### src/rtl/acc_alu_pkg.sv
package acc_alu_pkg;

    localparam int DW  = 8;
    localparam int NW  = DW / 2;
    localparam int OPW = 5;

    typedef enum logic [OPW-1:0] {
        OP_ADD     = 5'd0,
        OP_ADD_C   = 5'd1,
        OP_SUB_B   = 5'd2,
        OP_CMP     = 5'd3,
        OP_MUL     = 5'd4,
        OP_DIV     = 5'd5,
        OP_DEC_ADJ = 5'd6,
        OP_AND     = 5'd7,
        OP_OR      = 5'd8,
        OP_XOR     = 5'd9,
        OP_ZERO    = 5'd10,
        OP_INV     = 5'd11,
        OP_ROL     = 5'd12,
        OP_ROR     = 5'd13,
        OP_ROLC    = 5'd14,
        OP_RORC    = 5'd15,
        OP_NSWAP   = 5'd16,
        OP_LOXCH   = 5'd17,
        OP_XCH     = 5'd18,
        OP_XPAIR   = 5'd19
    } alu_op_e;

    typedef struct packed {
        logic [DW-1:0] acc;
        logic [DW-1:0] pair;
        logic          cy;
        logic          ac;
        logic          ov;
    } alu_state_t;

endpackage

### src/rtl/alu_addsub.sv
module alu_addsub #(
    parameter int W  = 8,
    parameter int HW = W / 2
) (
    input  logic [W-1:0] a,
    input  logic [W-1:0] x,
    input  logic         cin,
    input  logic         sub,
    output logic [W-1:0] res,
    output logic         c_out,
    output logic         h_out,
    output logic         v_out
);
    logic [W-1:0] xe;
    logic         ce;
    logic [W:0]   full;
    logic [HW:0]  half;

    always_comb begin
        // Subtract as a + ~x + ~borrow_in; carry out inverted is the borrow.
        xe    = sub ? ~x : x;
        ce    = sub ? ~cin : cin;
        full  = {1'b0, a} + {1'b0, xe} + {{W{1'b0}}, ce};
        half  = {1'b0, a[HW-1:0]} + {1'b0, xe[HW-1:0]} + {{HW{1'b0}}, ce};
        res   = full[W-1:0];
        c_out = full[W] ^ sub;
        h_out = half[HW] ^ sub;
        v_out = (a[W-1] == xe[W-1]) && (full[W-1] != a[W-1]);
    end
endmodule

### src/rtl/alu_muldiv.sv
module alu_muldiv #(
    parameter int W = 8
) (
    input  logic [W-1:0] a,
    input  logic [W-1:0] d,
    output logic [W-1:0] prod_lo,
    output logic [W-1:0] prod_hi,
    output logic [W-1:0] quo,
    output logic [W-1:0] rmd,
    output logic         dzero
);
    logic [2*W-1:0] prod;
    logic [W-1:0]   rem_s [0:W];

    assign prod    = {{W{1'b0}}, a} * {{W{1'b0}}, d};
    assign prod_lo = prod[W-1:0];
    assign prod_hi = prod[2*W-1:W];
    assign dzero   = (d == '0);

    // Restoring division, one stage per quotient bit, most significant first.
    assign rem_s[0] = '0;
    for (genvar i = 0; i < W; i++) begin : g_stage
        logic [W:0] shifted;
        logic [W:0] trial;
        assign shifted           = {rem_s[i], a[W-1-i]};
        assign trial             = shifted - {1'b0, d};
        assign quo[W-1-i]        = ~trial[W];
        assign rem_s[i+1]        = trial[W] ? shifted[W-1:0] : trial[W-1:0];
    end
    assign rmd = rem_s[W];
endmodule

### src/rtl/alu_decadj.sv
module alu_decadj #(
    parameter int W  = 8,
    parameter int HW = W / 2
) (
    input  logic [W-1:0] a,
    input  logic         cy,
    input  logic         ac,
    output logic [W-1:0] res,
    output logic         cy_out
);
    localparam logic [W:0]    LO_ADJ = (W+1)'(6);
    localparam logic [W:0]    HI_ADJ = LO_ADJ << HW;
    localparam logic [HW-1:0] DMAX   = HW'(9);

    logic [W:0] t1;
    logic [W:0] t2;
    logic       c1;

    always_comb begin
        t1     = {1'b0, a} + (((a[HW-1:0] > DMAX) || ac) ? LO_ADJ : '0);
        c1     = cy | t1[W];
        t2     = {1'b0, t1[W-1:0]} + (((t1[W-1:HW] > DMAX) || c1) ? HI_ADJ : '0);
        res    = t2[W-1:0];
        cy_out = c1 | t2[W];
    end
endmodule

### src/rtl/alu_bitops.sv
module alu_bitops
    import acc_alu_pkg::*;
#(
    parameter int W  = 8,
    parameter int HW = W / 2
) (
    input  alu_op_e      op,
    input  logic [W-1:0] a,
    input  logic [W-1:0] x,
    input  logic         cy,
    output logic [W-1:0] res,
    output logic         cy_out,
    output logic [W-1:0] x_out
);
    always_comb begin
        res    = a;
        cy_out = cy;
        x_out  = x;
        unique case (op)
            OP_AND:   res = a & x;
            OP_OR:    res = a | x;
            OP_XOR:   res = a ^ x;
            OP_ZERO:  res = '0;
            OP_INV:   res = ~a;
            OP_ROL:   res = {a[W-2:0], a[W-1]};
            OP_ROR:   res = {a[0], a[W-1:1]};
            OP_ROLC: begin
                res    = {a[W-2:0], cy};
                cy_out = a[W-1];
            end
            OP_RORC: begin
                res    = {cy, a[W-1:1]};
                cy_out = a[0];
            end
            OP_NSWAP: res = {a[HW-1:0], a[W-1:HW]};
            OP_LOXCH: begin
                res   = {a[W-1:HW], x[HW-1:0]};
                x_out = {x[W-1:HW], a[HW-1:0]};
            end
            OP_XCH: begin
                res   = x;
                x_out = a;
            end
            default: ;
        endcase
    end
endmodule

### src/rtl/acc_alu_core.sv
module acc_alu_core
    import acc_alu_pkg::*;
(
    input  logic           clk,
    input  logic           rst_n,
    input  logic           en_i,
    input  logic [OPW-1:0] op_i,
    input  logic [DW-1:0]  opnd_i,
    output logic [DW-1:0]  acc_o,
    output logic [DW-1:0]  pair_o,
    output logic           cy_o,
    output logic           ac_o,
    output logic           ov_o,
    output logic [DW-1:0]  opnd_o,
    output logic           neq_o
);
    alu_op_e    op;
    alu_state_t st_q, st_d;

    logic          as_sub, as_cin, as_c, as_h, as_v;
    logic [DW-1:0] as_res;
    logic [DW-1:0] md_plo, md_phi, md_quo, md_rmd;
    logic          md_dz;
    logic [DW-1:0] da_res;
    logic          da_cy;
    logic [DW-1:0] bo_res, bo_xo;
    logic          bo_cy;

    assign op     = alu_op_e'(op_i);
    assign as_sub = (op == OP_SUB_B) || (op == OP_CMP);
    assign as_cin = ((op == OP_ADD_C) || (op == OP_SUB_B)) ? st_q.cy : 1'b0;

    alu_addsub #(.W(DW), .HW(NW)) u_addsub (
        .a(st_q.acc), .x(opnd_i), .cin(as_cin), .sub(as_sub),
        .res(as_res), .c_out(as_c), .h_out(as_h), .v_out(as_v)
    );

    alu_muldiv #(.W(DW)) u_muldiv (
        .a(st_q.acc), .d(st_q.pair),
        .prod_lo(md_plo), .prod_hi(md_phi),
        .quo(md_quo), .rmd(md_rmd), .dzero(md_dz)
    );

    alu_decadj #(.W(DW), .HW(NW)) u_decadj (
        .a(st_q.acc), .cy(st_q.cy), .ac(st_q.ac),
        .res(da_res), .cy_out(da_cy)
    );

    alu_bitops #(.W(DW), .HW(NW)) u_bitops (
        .op(op), .a(st_q.acc), .x(opnd_i), .cy(st_q.cy),
        .res(bo_res), .cy_out(bo_cy), .x_out(bo_xo)
    );

    always_comb begin
        st_d   = st_q;
        opnd_o = opnd_i;
        neq_o  = 1'b0;
        unique case (op)
            OP_ADD, OP_ADD_C, OP_SUB_B: begin
                st_d.acc = as_res;
                st_d.cy  = as_c;
                st_d.ac  = as_h;
                st_d.ov  = as_v;
            end
            OP_CMP: begin
                st_d.cy = as_c;
                neq_o   = (as_res != '0);
            end
            OP_MUL: begin
                st_d.acc  = md_plo;
                st_d.pair = md_phi;
                st_d.cy   = 1'b0;
                st_d.ov   = (md_phi != '0);
            end
            OP_DIV: begin
                st_d.cy = 1'b0;
                st_d.ov = md_dz;
                if (!md_dz) begin
                    st_d.acc  = md_quo;
                    st_d.pair = md_rmd;
                end
            end
            OP_DEC_ADJ: begin
                st_d.acc = da_res;
                st_d.cy  = da_cy;
            end
            OP_AND, OP_OR, OP_XOR, OP_ZERO, OP_INV, OP_ROL, OP_ROR,
            OP_ROLC, OP_RORC, OP_NSWAP, OP_LOXCH, OP_XCH: begin
                st_d.acc = bo_res;
                st_d.cy  = bo_cy;
                opnd_o   = bo_xo;
            end
            OP_XPAIR: begin
                st_d.acc  = st_q.pair;
                st_d.pair = st_q.acc;
            end
            default: ;
        endcase
        if (!en_i) begin
            st_d = st_q;
        end
    end

    always_ff @(posedge clk or negedge rst_n) begin
        if (!rst_n) begin
            st_q <= '0;
        end else begin
            st_q <= st_d;
        end
    end

    assign acc_o  = st_q.acc;
    assign pair_o = st_q.pair;
    assign cy_o   = st_q.cy;
    assign ac_o   = st_q.ac;
    assign ov_o   = st_q.ov;
endmodule

### config.mk
export PLATFORM = sky130hd
export DESIGN_NAME = acc_alu_core
export DESIGN_NICKNAME = d
export VERILOG_FILES = /design/src/rtl/acc_alu_pkg.sv /design/src/rtl/alu_addsub.sv /design/src/rtl/alu_muldiv.sv /design/src/rtl/alu_decadj.sv /design/src/rtl/alu_bitops.sv /design/src/rtl/acc_alu_core.sv
export SDC_FILE = /design/constraint.sdc
export NUM_CORES = 1
export LEC_CHECK = 0
export ABC_CLOCK_PERIOD_IN_PS = 43500
export BUFFER_PORTS_ARGS = -buffer_cell sky130_fd_sc_hd__buf_2
export CAP_MARGIN = 0
export CORE_MARGIN = 5
export CORE_UTILIZATION = 26
export DETAILED_ROUTE_END_ITERATION = 6
export SLEW_MARGIN = 30
export SYNTH_ARGS = -nofsm -noshare
export SYNTH_HDL_FRONTEND = slang
export SYNTH_SLANG_ARGS = --single-unit
### constraint.sdc
create_clock -name clk -period 43.5 [get_ports clk]
set_clock_uncertainty 0.15 [all_clocks]
set_input_delay 2.175 -clock clk [delete_from_list [all_inputs] [get_ports clk]]
set_output_delay 2.175 -clock clk [all_outputs]
set_load 0.05 [all_outputs]
# == After elaboration in Yosys (flattened, before gate mapping) ==
# Cells that the tools add are included.
# totals
input_bits,16
elab_cells,113
out_inout_bits,28
register_bits,19
# classes
n_mux,23
n_reduce_logical,23
mul,1
magnitude_cmp,2
add_sub_neg,14
n_eq_ne,26
bitwise_logic,18
# ops
op,count
one-hot mux 8 bit (12 select lines),1
2-to-1 mux 8 bit,10
subtractor 9 x 8 -> 9 bit,7
one-hot mux 8 bit (6 select lines),1
== test 5 x 4 -> 1 bit (second input constant),8
one-hot mux 8 bit (3 select lines),1
== test 5 x 3 -> 1 bit (second input constant),4
== test 5 bit (second input constant),4
adder 8 x 9 -> 9 bit,2
multiplier 8 x 8 -> 16 bit,1
2-to-1 mux 16 bit,1
inverter 8 bit,2
one-hot mux 8 bit (2 select lines),1
nonzero test 8 bit,2
inequality test 13 x 1 -> 1 bit (second input constant),1
inequality test 12 x 1 -> 1 bit (second input constant),1
OR reduction 12 bit,1
== test 5 x 2 -> 1 bit (second input constant),2
adder 8 x 8 -> 9 bit,1
adder 9 x 1 -> 9 bit,1
inverter 1 bit,9
subtractor 1 x 8 -> 9 bit,1
bitwise AND 8 bit,1
> comparator 4 bit (second input constant),2
other kinds (31),42

# == Depth between registers and ports, before layout ==
# Gate-level depths: netlist of the first run.
# depth
ltp_word,18
depth_mapped,85
mapped_depth_nobuf,80

# == Cells and area by module ==
# From an unflattened synthesis of the first run, not the netlist that was laid out.
# hier_totals
cells_unflattened,1110
hier_area_um2,8743.4
# by_module_without_submodules
mod,cells_each,area_per_inst_um2,instances,seq_area_each_um2
alu_muldiv,648,5163.7,1,0.0
acc_alu_core,193,1675.4,1,475.5
alu_bitops,186,1211.2,1,0.0
alu_addsub,50,424.2,1,0.0
alu_decadj,33,269.0,1,0.0

# == Worst setup path after synthesis of the first run ==
# Ideal clock, no wire load.
# synth_timing
kind,flip-flop to flip-flop
from,reg st_q (netlist bit pair_o[1])
to,reg st_q (netlist bit pair_o[1])
path_stages_with_launch,79
required_time_ps,43226
slack_ps,26413
t_arrival_ps,16813
setup_ps,124
synth_period_minus_slack_ps,17087
path_cell_list,dfrtp_1 -> clkinv_1 -> ha_1 -> nand3_1 -> nand2_1 -> o21ai_0 -> inv_1 -> fa_1 -> or3_1 -> a21oi_2 -> o41ai_4 -> xnor2_2 -> a21oi_1 -> fa_1 -> a21oi_1 -> o2111ai_1 -> a21o_1 -> a21o_1 -> (+43 left out) -> buf_4 -> buf_4 -> nand2_1 -> o21ai_0 -> ha_1 -> nor2b_1 -> o21ai_0 -> nand2b_1 -> a21o_1 -> a21o_1 -> a21o_1 -> a21oi_1 -> nand2b_1 -> a21o_1 -> buf_6 -> and2_4 -> buf_6 -> a211o_1
# synth_between
elab_chain_cells,18
# synth_lines
element,line,text
"start, declared",acc_alu_core.sv:18,"alu_state_t st_q, st_d;"
"start signal, assigned",acc_alu_core.sv:108,st_q <= st_d;
subtractor 1 x 8 -> 9 bit,alu_muldiv.sv:26,"assign trial = shifted - {1'b0, d};"
2-to-1 mux 8 bit,alu_muldiv.sv:28,assign rem_s[i+1] = trial[W] ? shifted[W-1:0] : trial[W-1:0];
subtractor 9 x 8 -> 9 bit,alu_muldiv.sv:26,
2-to-1 mux 8 bit,alu_muldiv.sv:28,
subtractor 9 x 8 -> 9 bit,alu_muldiv.sv:26,
2-to-1 mux 8 bit,alu_muldiv.sv:28,
subtractor 9 x 8 -> 9 bit,alu_muldiv.sv:26,
2-to-1 mux 8 bit,alu_muldiv.sv:28,
(+2 left out),--,
subtractor 9 x 8 -> 9 bit,alu_muldiv.sv:26,
2-to-1 mux 8 bit,alu_muldiv.sv:28,
subtractor 9 x 8 -> 9 bit,alu_muldiv.sv:26,
2-to-1 mux 8 bit,alu_muldiv.sv:28,
subtractor 9 x 8 -> 9 bit,alu_muldiv.sv:26,
2-to-1 mux 8 bit,alu_muldiv.sv:28,
2-to-1 mux 16 bit,acc_alu_core.sv:78,if (!md_dz) begin
one-hot mux 8 bit (3 select lines),acc_alu_core.sv:58,unique case (op)
# Several ways; a longest one is shown, not always the timed one. The select of a mux whose other input is x is not followed.
# A chain may end at the register's enable or synchronous reset.

# == Final worst setup path of the first run ==
# Ends and elaborated chain as after synthesis.

==> results of run 1 <==
## routing by layer
metal	global-route usage, %	share of wire, %	vias to the layer above
met5	0	0	-
met4	3.53	2.1	0
met1	19.7	46	3805
li1	-	-	3758
met2	23.9	45	245
met3	1.89	6.4	40
## layout by cell type, fill, tap and decap left out, types with 11 or more instances in the layout
cell | Yosys | final
nand2b_1 | 11 | 11
nand3_1 | 25 | 25
dfrtp_1 | 19 | 19
nor2_1 | 90 | 90
xnor2_1 | 57 | 57
xor2_1 | 17 | 17
inv_1 | 107 | 107
nor3_1 | 13 | 12
a221o_1 | 11 | 11
o21ai_0 | 56 | 56
nor2b_1 | 14 | 14
o21bai_1 | 17 | 17
ha_1 | 129 | 129
buf_2 | 3 | 43
mux2_2 | 16 | 16
a21oi_1 | 82 | 82
a21o_1 | 35 | 35
mux2i_1 | 11 | 11
buf_4 | 3 | 14
nand2_1 | 101 | 101
fa_1 | 47 | 47
## stage by stage
step	area [µm²]	instances
3_5_place_dp	8770	1468
4_1_cts	8850	1472
6_report	8850	1472
2_1_floorplan	8130	1058
3_3_place_gp	8760	1468
5_1_grt	8850	1472
## kinds of logic (layout without fill, tap and decap cells)
group	count (synthesis)	after routing	share of synthesized area [%]
AND/OR/NAND/NOR	302	302	17.4
AO/OA/AOI/OAI	294	294	24.5
adder cells (fa/ha/maj)	177	177	31.6
buffers and inverters	154	172	7.49
XOR/XNOR	76	76	8.38
multiplexers	33	33	4.81
flip-flops	19	19	5.85
other	1	3	0.0462
## worst register-to-register path, delay by kind of cell (launching register included)
| family | cells | cell delay (ns) |
|---|---|---|
| AO/OA/AOI/OAI | 38 | 7.66 |
| XOR/XNOR | 3 | 1.27 |
| adder cells (fa/ha/maj) | 8 | 3.04 |
| buffers and inverters | 3 | 1.02 |
| flip-flops | 1 | 0.62 |
| multiplexers | 5 | 2.02 |
| AND/OR/NAND/NOR | 15 | 3.66 |
## flip-flops by register name (all words and copies together) (netlist names)
register  count
ac_o          1
ov_o          1
cy_o          1
pair_o        8
acc_o         8
## cell type report
class | instances | area share (%)
Inverter | 111 | 4.71
Multi-Input combinational cell | 885 | 79.8
Clock buffer | 4 | 0.891
Sequential cell | 19 | 5.37
Tap cell | 396 | 5.60
Timing Repair Buffer | 57 | 3.62
## final timing paths
path                                start   endpoint  slack (ns)  cells past startpoint
worst min register to register       ac_o       ac_o        0.40                      2
worst min-delay path                 ac_o       ac_o        0.40                      2
worst max-delay path            pair_o[1]  pair_o[1]       23.99                     72
max in group asynchronous           rst_n   acc_o[5]       41.09                      1
worst max register to register  pair_o[1]  pair_o[1]       23.99                     72
min in group asynchronous           rst_n       ac_o        1.74                      1
==> flow_summary.yaml, run 1 <==
global_routing:
  overflow: 0
  antenna_found_initial: 0
  grt_max_degree: 26
  grt_pass1_vias: 7646
  gr-usage-all-layers_pct: 14.3
  grt_pass1_wl_mm: 41.3
sta:
  report.final.slew_viol_count: 0
  tns_ns: 0
  fin_crit_ns: 19.51
  worst_hold_slack_ns: 0.403
  fin_ws_ns: 23.99
  fin_crit_sh_pct: 44.9
  worst_slew_pin_slew_ns: 0.958
  setup_viol: 0
  hold_viol: 0
  slew_headroom_pct: 35.6
  rsz0062_at_grt: "no"
  max_freq_ghz: 0.0512
clocking:
  cts-resized-gates: 0
  clock_latency_ns: 0.26
  tritoncts: "done"
  path_clk_slew_ns: 0.06
  cts.path.max_buffers: 2
  clock-root-buffer: "clkbuf_16"
  numCtsBuffers: 3
  h-tree-depth: 1
  numClockSinks: 19
  hold_buffers: 0
  cts_setup_buffers: 0
cells_and_area:
  multi_input_area_mm2: 0.00706
  drive_above_1_share_pct: 9.76
  n_antenna_cell: 0
  final_core_util_pct: 28.8
  areaGrowthSynthToFinish_pct: 8.95
  fill_cells: 3368
  nets: 1269
  seq_area_um2: 475
setup_path:
  max_stage_delay_ns: 0.83
  crit_type: "flip-flop to flip-flop"
  end_kind: "flip-flop"
  cp_common_cell: "a21oi_1"
  slowest_stage: "clkinv_1"
  cpLargestDelayFamily: "compound AO/OA/AOI/OAI gates"
  crit_buf_inv: 3
  critPathLaunchType: "flip-flop"
  required_ns: 43.50
  worstPathMaxFanout: 21
  crit_arrival_ns: 19.51
synth:
  synth_top_area_share_pct: 19.9
  ys.flop_type: "dfrtp_1"
  yosysSeqAreaShare_pct: 5.85
  yosysTopAreaCell: "ha_1"
  ys_seq_elements: 19
  synth_cell_types: 81
  synth_common_cells: "129 x ha_1, 107 x inv_1, 101 x nand2_1, 90 x nor2_1, 82 x a21oi_1"
  async_flop_share_pct: 100
  synth_area_leaders: "ha_1 20%, fa_1 12%, xnor2_1 6.1%"
  syn_inst: 1056
  yosys_warnings: 0
  syn-mean-instance-area_um2: 7.69
  yosysMostFrequentCell: "ha_1"
  syn_area_mm2: 0.00812
  synth_edf_count: 0
drt:
  wl_per_cell_um: 17.6
  ant_nets: 0
  post-route-drc-count: 0
  via_per_inst: 5.33
  drtPass1Iterations: 5
  vias: 7848
  totalWireLength_mm: 25.9
  drt_iter0_markers: 696
placed_design:
  portBuffers: 43
  gp_routability_congestion: 0.875
  dp_slack_ns: 24.13
  dp_hpwl_mm: 19.9
run:
  cap_violations: 0
floorplan:
  die_h_um: 187
  initial_core_util_pct: 26.4
  core_mm2: 0.0307
  dieArea_mm2: 0.0349
  rows: 64
  ios: 44
  die_x_um: 187
run_status:
  outcome: "complete, no violations"
min_path:
  hold_path_class: "flip-flop to flip-flop"
Power of run 1 is left out: the tool's default activity adds up to more than one toggle a clock period on the data nets, which glitch-free logic cannot reach.
==> run 2: changes to the inputs <==
ABC_CLOCK_PERIOD_IN_PS = 17540   (was 43500)
clock period = 17.54 ns   (was 43.5 ns; I/O delays follow)
==> run 2 against run 1 <==
Effect of this change: die area unchanged; largest cell class unchanged; global-route usage decreased by 0.30 points; sequential share of layout area decreased by 0.13 points.
==> flow_summary.yaml, run 2 (synthesis results as in run 1) <==
clocking:
  cts.path.max_buffers: 2
  tritoncts: "done"
  numClockSinks: 19
  h-tree-depth: 1
  clock_latency_ns: 0.26
  path_clk_slew_ns: 0.06
  numCtsBuffers: 3
  clock-root-buffer: "clkbuf_16"
floorplan:
  die_h_um: 187
  dieArea_mm2: 0.0349
  rows: 64
  die_x_um: 187
  core_mm2: 0.0307
  initial_core_util_pct: 26.4
  ios: 44
global_routing:
  grt_pass1_vias: 7548
  overflow: 0
  gr-usage-all-layers_pct: 14.0
  grt_max_degree: 26
  antenna_found_initial: 1
  grt_pass1_wl_mm: 40.3
setup_path:
  end_kind: "flip-flop"
  reg2reg_depth: 77
  worstPathMaxFanout: 10
  max_stage_delay_ns: 0.50
  rrSetupSlack_ns: 1.11
  cp_common_cell: "a21oi_1"
  crit_type: "flip-flop to flip-flop"
  slowest_stage: "or4_1"
  critPathLaunchType: "flip-flop"
  required_ns: 17.50
  crit_arrival_ns: 16.38
drt:
  via_per_inst: 5.26
  ant_nets: 0
  drt-met1-wl_mm: 12.0
  maxUsedRoutingLayer: "met5"
  post-route-drc-count: 0
  wl_met3_mm: 1.60
  wl_per_cell_um: 17.2
  wl_met2_mm: 11.4
  drt_iter0_markers: 543
  vias: 7836
  drtPass1Iterations: 5
  totalWireLength_mm: 25.6
cells_and_area:
  drive_above_1_share_pct: 12.0
  fill_cells: 3339
  n_antenna_cell: 0
  final_cell_mix: "129 x ha_1, 107 x inv_1, 101 x nand2_1"
  fin_cells: 1490
  nets: 1287
  areaGrowthSynthToFinish_pct: 11.7
  finalInstanceArea_mm2: 0.00907
  final_common_cell: "ha_1"
run_status:
  outcome: "complete, no violations"
sta:
  fin_crit_ns: 16.43
  rsz0062_at_grt: "no"
  worst_slew_pin_slew_ns: 1.05
  setup_viol: 0
  tns_ns: 0
  fin_crit_sh_pct: 93.7
  slew_headroom_pct: 30.0
  report.final.slew_viol_count: 0
  worst_hold_slack_ns: 0.417
  hold_viol: 0
  max_freq_ghz: 0.0609
placed_design:
  placed_area_mm2: 0.00886
  dp_hpwl_mm: 20.1
  gp_routability_congestion: 0.895
  portBuffers: 43
  dp_cells: 1480
run:
  cap_violations: 0
min_path:
  hold_path_class: "flip-flop to flip-flop"
  hold_depth: 2
==> run 2: worst paths after layout <==
| path | to | startpoint |
|---|---|---|
| min in group asynchronous | ac_o | rst_n |
| max reg2reg | pair_o[0] | acc_o[7] |
| max in group asynchronous | pair_o[5] | rst_n |
| max | pair_o[0] | acc_o[7] |
| min | ov_o | ov_o |
| min reg2reg | ov_o | ov_o |
==> run 2: worst max-delay path, delay by kind of cell, from the launching register on <==
kind            cells  cell delay [ns]
compound gates     40             6.86
xor+xnor            3             0.62
buf+inv             6             0.64
fa+ha+maj           9             3.08
flops               1             0.37
mux                 5             1.90
simple gates       14             2.68
==> run 2: cell type report <==
| class | count | area, µm² | share of cell area, % |
|---|---|---|---|
| multi-input combinational | 885 | 7140 | 78.8 |
| clock buffer | 4 | 78.8 | 0.869 |
| timing repair buffer | 75 | 459 | 5.06 |
| inverter | 111 | 417 | 4.59 |
| sequential | 19 | 475 | 5.24 |
| tap | 396 | 495 | 5.46 |
==> run 2: per-stage QoR <==
step	setup WS (ns)	utilization, %
4_1_cts	0.000467	29.1
2_1_floorplan	0.453	-
3_5_place_dp	0.0450	28.8
5_1_grt	0.0590	29.5
6_report	1.11	29.5
3_3_place_gp	0.410	28.8
==> run 2: timing repair <==
| item | 4_1_cts | 5_1_grt |
|---|---|---|
| endpoints found under the setup margin | 0 | 9 |
| buffers inserted | 0 | 6 |
| hold buffers | 0 | 0 |
| hold endpoints to repair | 0 | 0 |
| gates resized for setup | 0 | 18 |
==> run 2: per-layer routing <==
metal	vias to the layer above	GRT usage, %
li1	3801	-
met1	3729	19.7
met2	268	23.1
met3	36	1.59
met4	2	3.24
met5	-	0
Power of run 2 is left out for the same reason.
==> run 3: changes to the inputs <==
ABC_CLOCK_PERIOD_IN_PS = 17850   (was 17540)
REMOVE_ABC_BUFFERS = 1   (was not set)
clock period = 17.85 ns   (was 17.54 ns; I/O delays follow)
==> run 3 against run 2 <==
Effect of this change: the run now ends with DRC left; global-route usage increased by 0.25 points; register-to-register slack is essentially flat; final area decreased by 0.30%; maximum frequency shrank 1.9%; critical path depth down 2; sequential share of layout area about the same; critical path type unchanged; critical endpoint is now pair_o[1].
==> flow_summary.yaml, run 3 (synthesis results as in run 1) <==
clocking:
  numClockSinks: 19
  path_clk_slew_ns: 0.06
  hold_buffers: 0
  cts.path.max_buffers: 2
  tritoncts: "done"
  h-tree-depth: 1
  clock-root-buffer: "clkbuf_16"
  clock_latency_ns: 0.26
  numCtsBuffers: 3
cells_and_area:
  areaGrowthSynthToFinish_pct: 11.3
  n_antenna_cell: 0
  final_cell_mix: "129 x ha_1, 107 x inv_1, 101 x nand2_1"
  final_core_util_pct: 29.4
  drive_above_1_share_pct: 12.0
  fin_cells: 1486
  nets: 1283
  final_common_cell: "ha_1"
  fill_cells: 3359
setup_path:
  critPathLaunchType: "flip-flop"
  crit_path_start: "acc_o[7]"
  reg2reg_depth: 75
  rrSetupSlack_ns: 1.10
  max_stage_delay_ns: 0.50
  end_kind: "flip-flop"
  crit_type: "flip-flop to flip-flop"
  slowest_stage: "mux4_2"
  rr_startpoint: "acc_o[7]"
  required_ns: 17.84
  cp_common_cell: "a21oi_1"
  worstPathMaxFanout: 16
  reg2reg_to: "pair_o[1]"
  crit_arrival_ns: 16.74
  endpoint: "pair_o[1]"
global_routing:
  grt_pass1_wl_mm: 41.3
  grt_pass1_vias: 7554
  gr-usage-all-layers_pct: 14.3
  overflow: 0
  grt_max_degree: 26
  antenna_found_initial: 0
run:
  cap_violations: 0
placed_design:
  gp_routability_congestion: 0.939
  dp_cells: 1478
  dp_hpwl_mm: 20.0
  portBuffers: 43
floorplan:
  die_x_um: 187
  rows: 64
  dieArea_mm2: 0.0349
  die_h_um: 187
  core_mm2: 0.0307
  initial_core_util_pct: 26.4
  ios: 44
sta:
  fin_crit_ns: 16.75
  setup_viol: 0
  slew_headroom_pct: 40.1
  report.final.slew_viol_count: 0
  hold_viol: 0
  max_freq_ghz: 0.0597
  fin_crit_sh_pct: 93.8
  worst_slew_pin_slew_ns: 0.899
drt:
  vias: 7861
  wl_per_cell_um: 17.3
  drtPass1Iterations: 7
  via_per_inst: 5.29
  drt_iter0_markers: 573
  totalWireLength_mm: 25.8
  ant_nets: 0
  post-route-drc-count: 10
min_path:
  hold_depth: 2
  hold_path_class: "flip-flop to flip-flop"
run_status:
  violations: "DRC"
  outcome: "finished, violations left"
run 3: cell count changes in the layout (fill, tap and decap cells not counted), moves of 2 or more:
cell and delta:
dfrtp_2 +2, dfrtp_1 -2, o21ai_0 +2, o21ai_2 -2, buf_4 -3
run 3: per-layer routing:
layer  GRT usage, %  vias up  wire length [µm]
li1               -     3791                 -
met1           19.6     3700             11700
met2           23.1      313             11500
met3           1.74       57              1680
met4           5.18        0               926
met5              0        -                 0
run 3: how the worst min path moves through the flow:
| stage | startpoint | endpoint |
|---|---|---|
| finish | ov_o | ov_o |
| global route | ov_o | ov_o |
| CTS | ov_o | ov_o |
| detailed placement | ov_o | ov_o |
| global placement | ov_o | ov_o |
| floorplan | rst_n | ac_o |
run 3: critical path: cells and delay by family (launching register included):
family | cells | cell delay (ns)
DFF | 1 | 0.38
AOI/OAI and AO/OA | 43 | 8.04
buffers and inverters | 6 | 0.85
muxes | 4 | 1.69
adders and majority gates | 9 | 3.14
and+or+nand+nor | 10 | 1.81
xor gates and xnor gates | 3 | 0.56
run 3: final cells by class:
cell class	count	area (µm²)	share of cell area [%]
multi-input combinational	885	7150	79.0
tap	396	495	5.48
sequential	19	478	5.29
timing repair buffer	71	425	4.71
inverter	111	417	4.61
clock buffer	3	75.1	0.830
clock inverter	1	5.00	0.0554
run 3: timing repair:
action / CTS / global route
endpoints found under the setup margin: 0 / 9
buffers inserted: 0 / 4
resized for setup: 0 / 16
run 3: per-stage QoR:
stage	instance area (µm²)	TNS (ns)	setup WS [ns]	hold slack, ns
finish	9040	0	1.10	0.415
global route	9040	-0.266	-0.0642	0.476
CTS	8930	0	0.457	0.418
detailed placement	8850	0	0.549	0.401
global placement	8840	0	0.935	0.400
floorplan	7940	0	0.576	0.447
Power of run 3 is left out for the same reason.
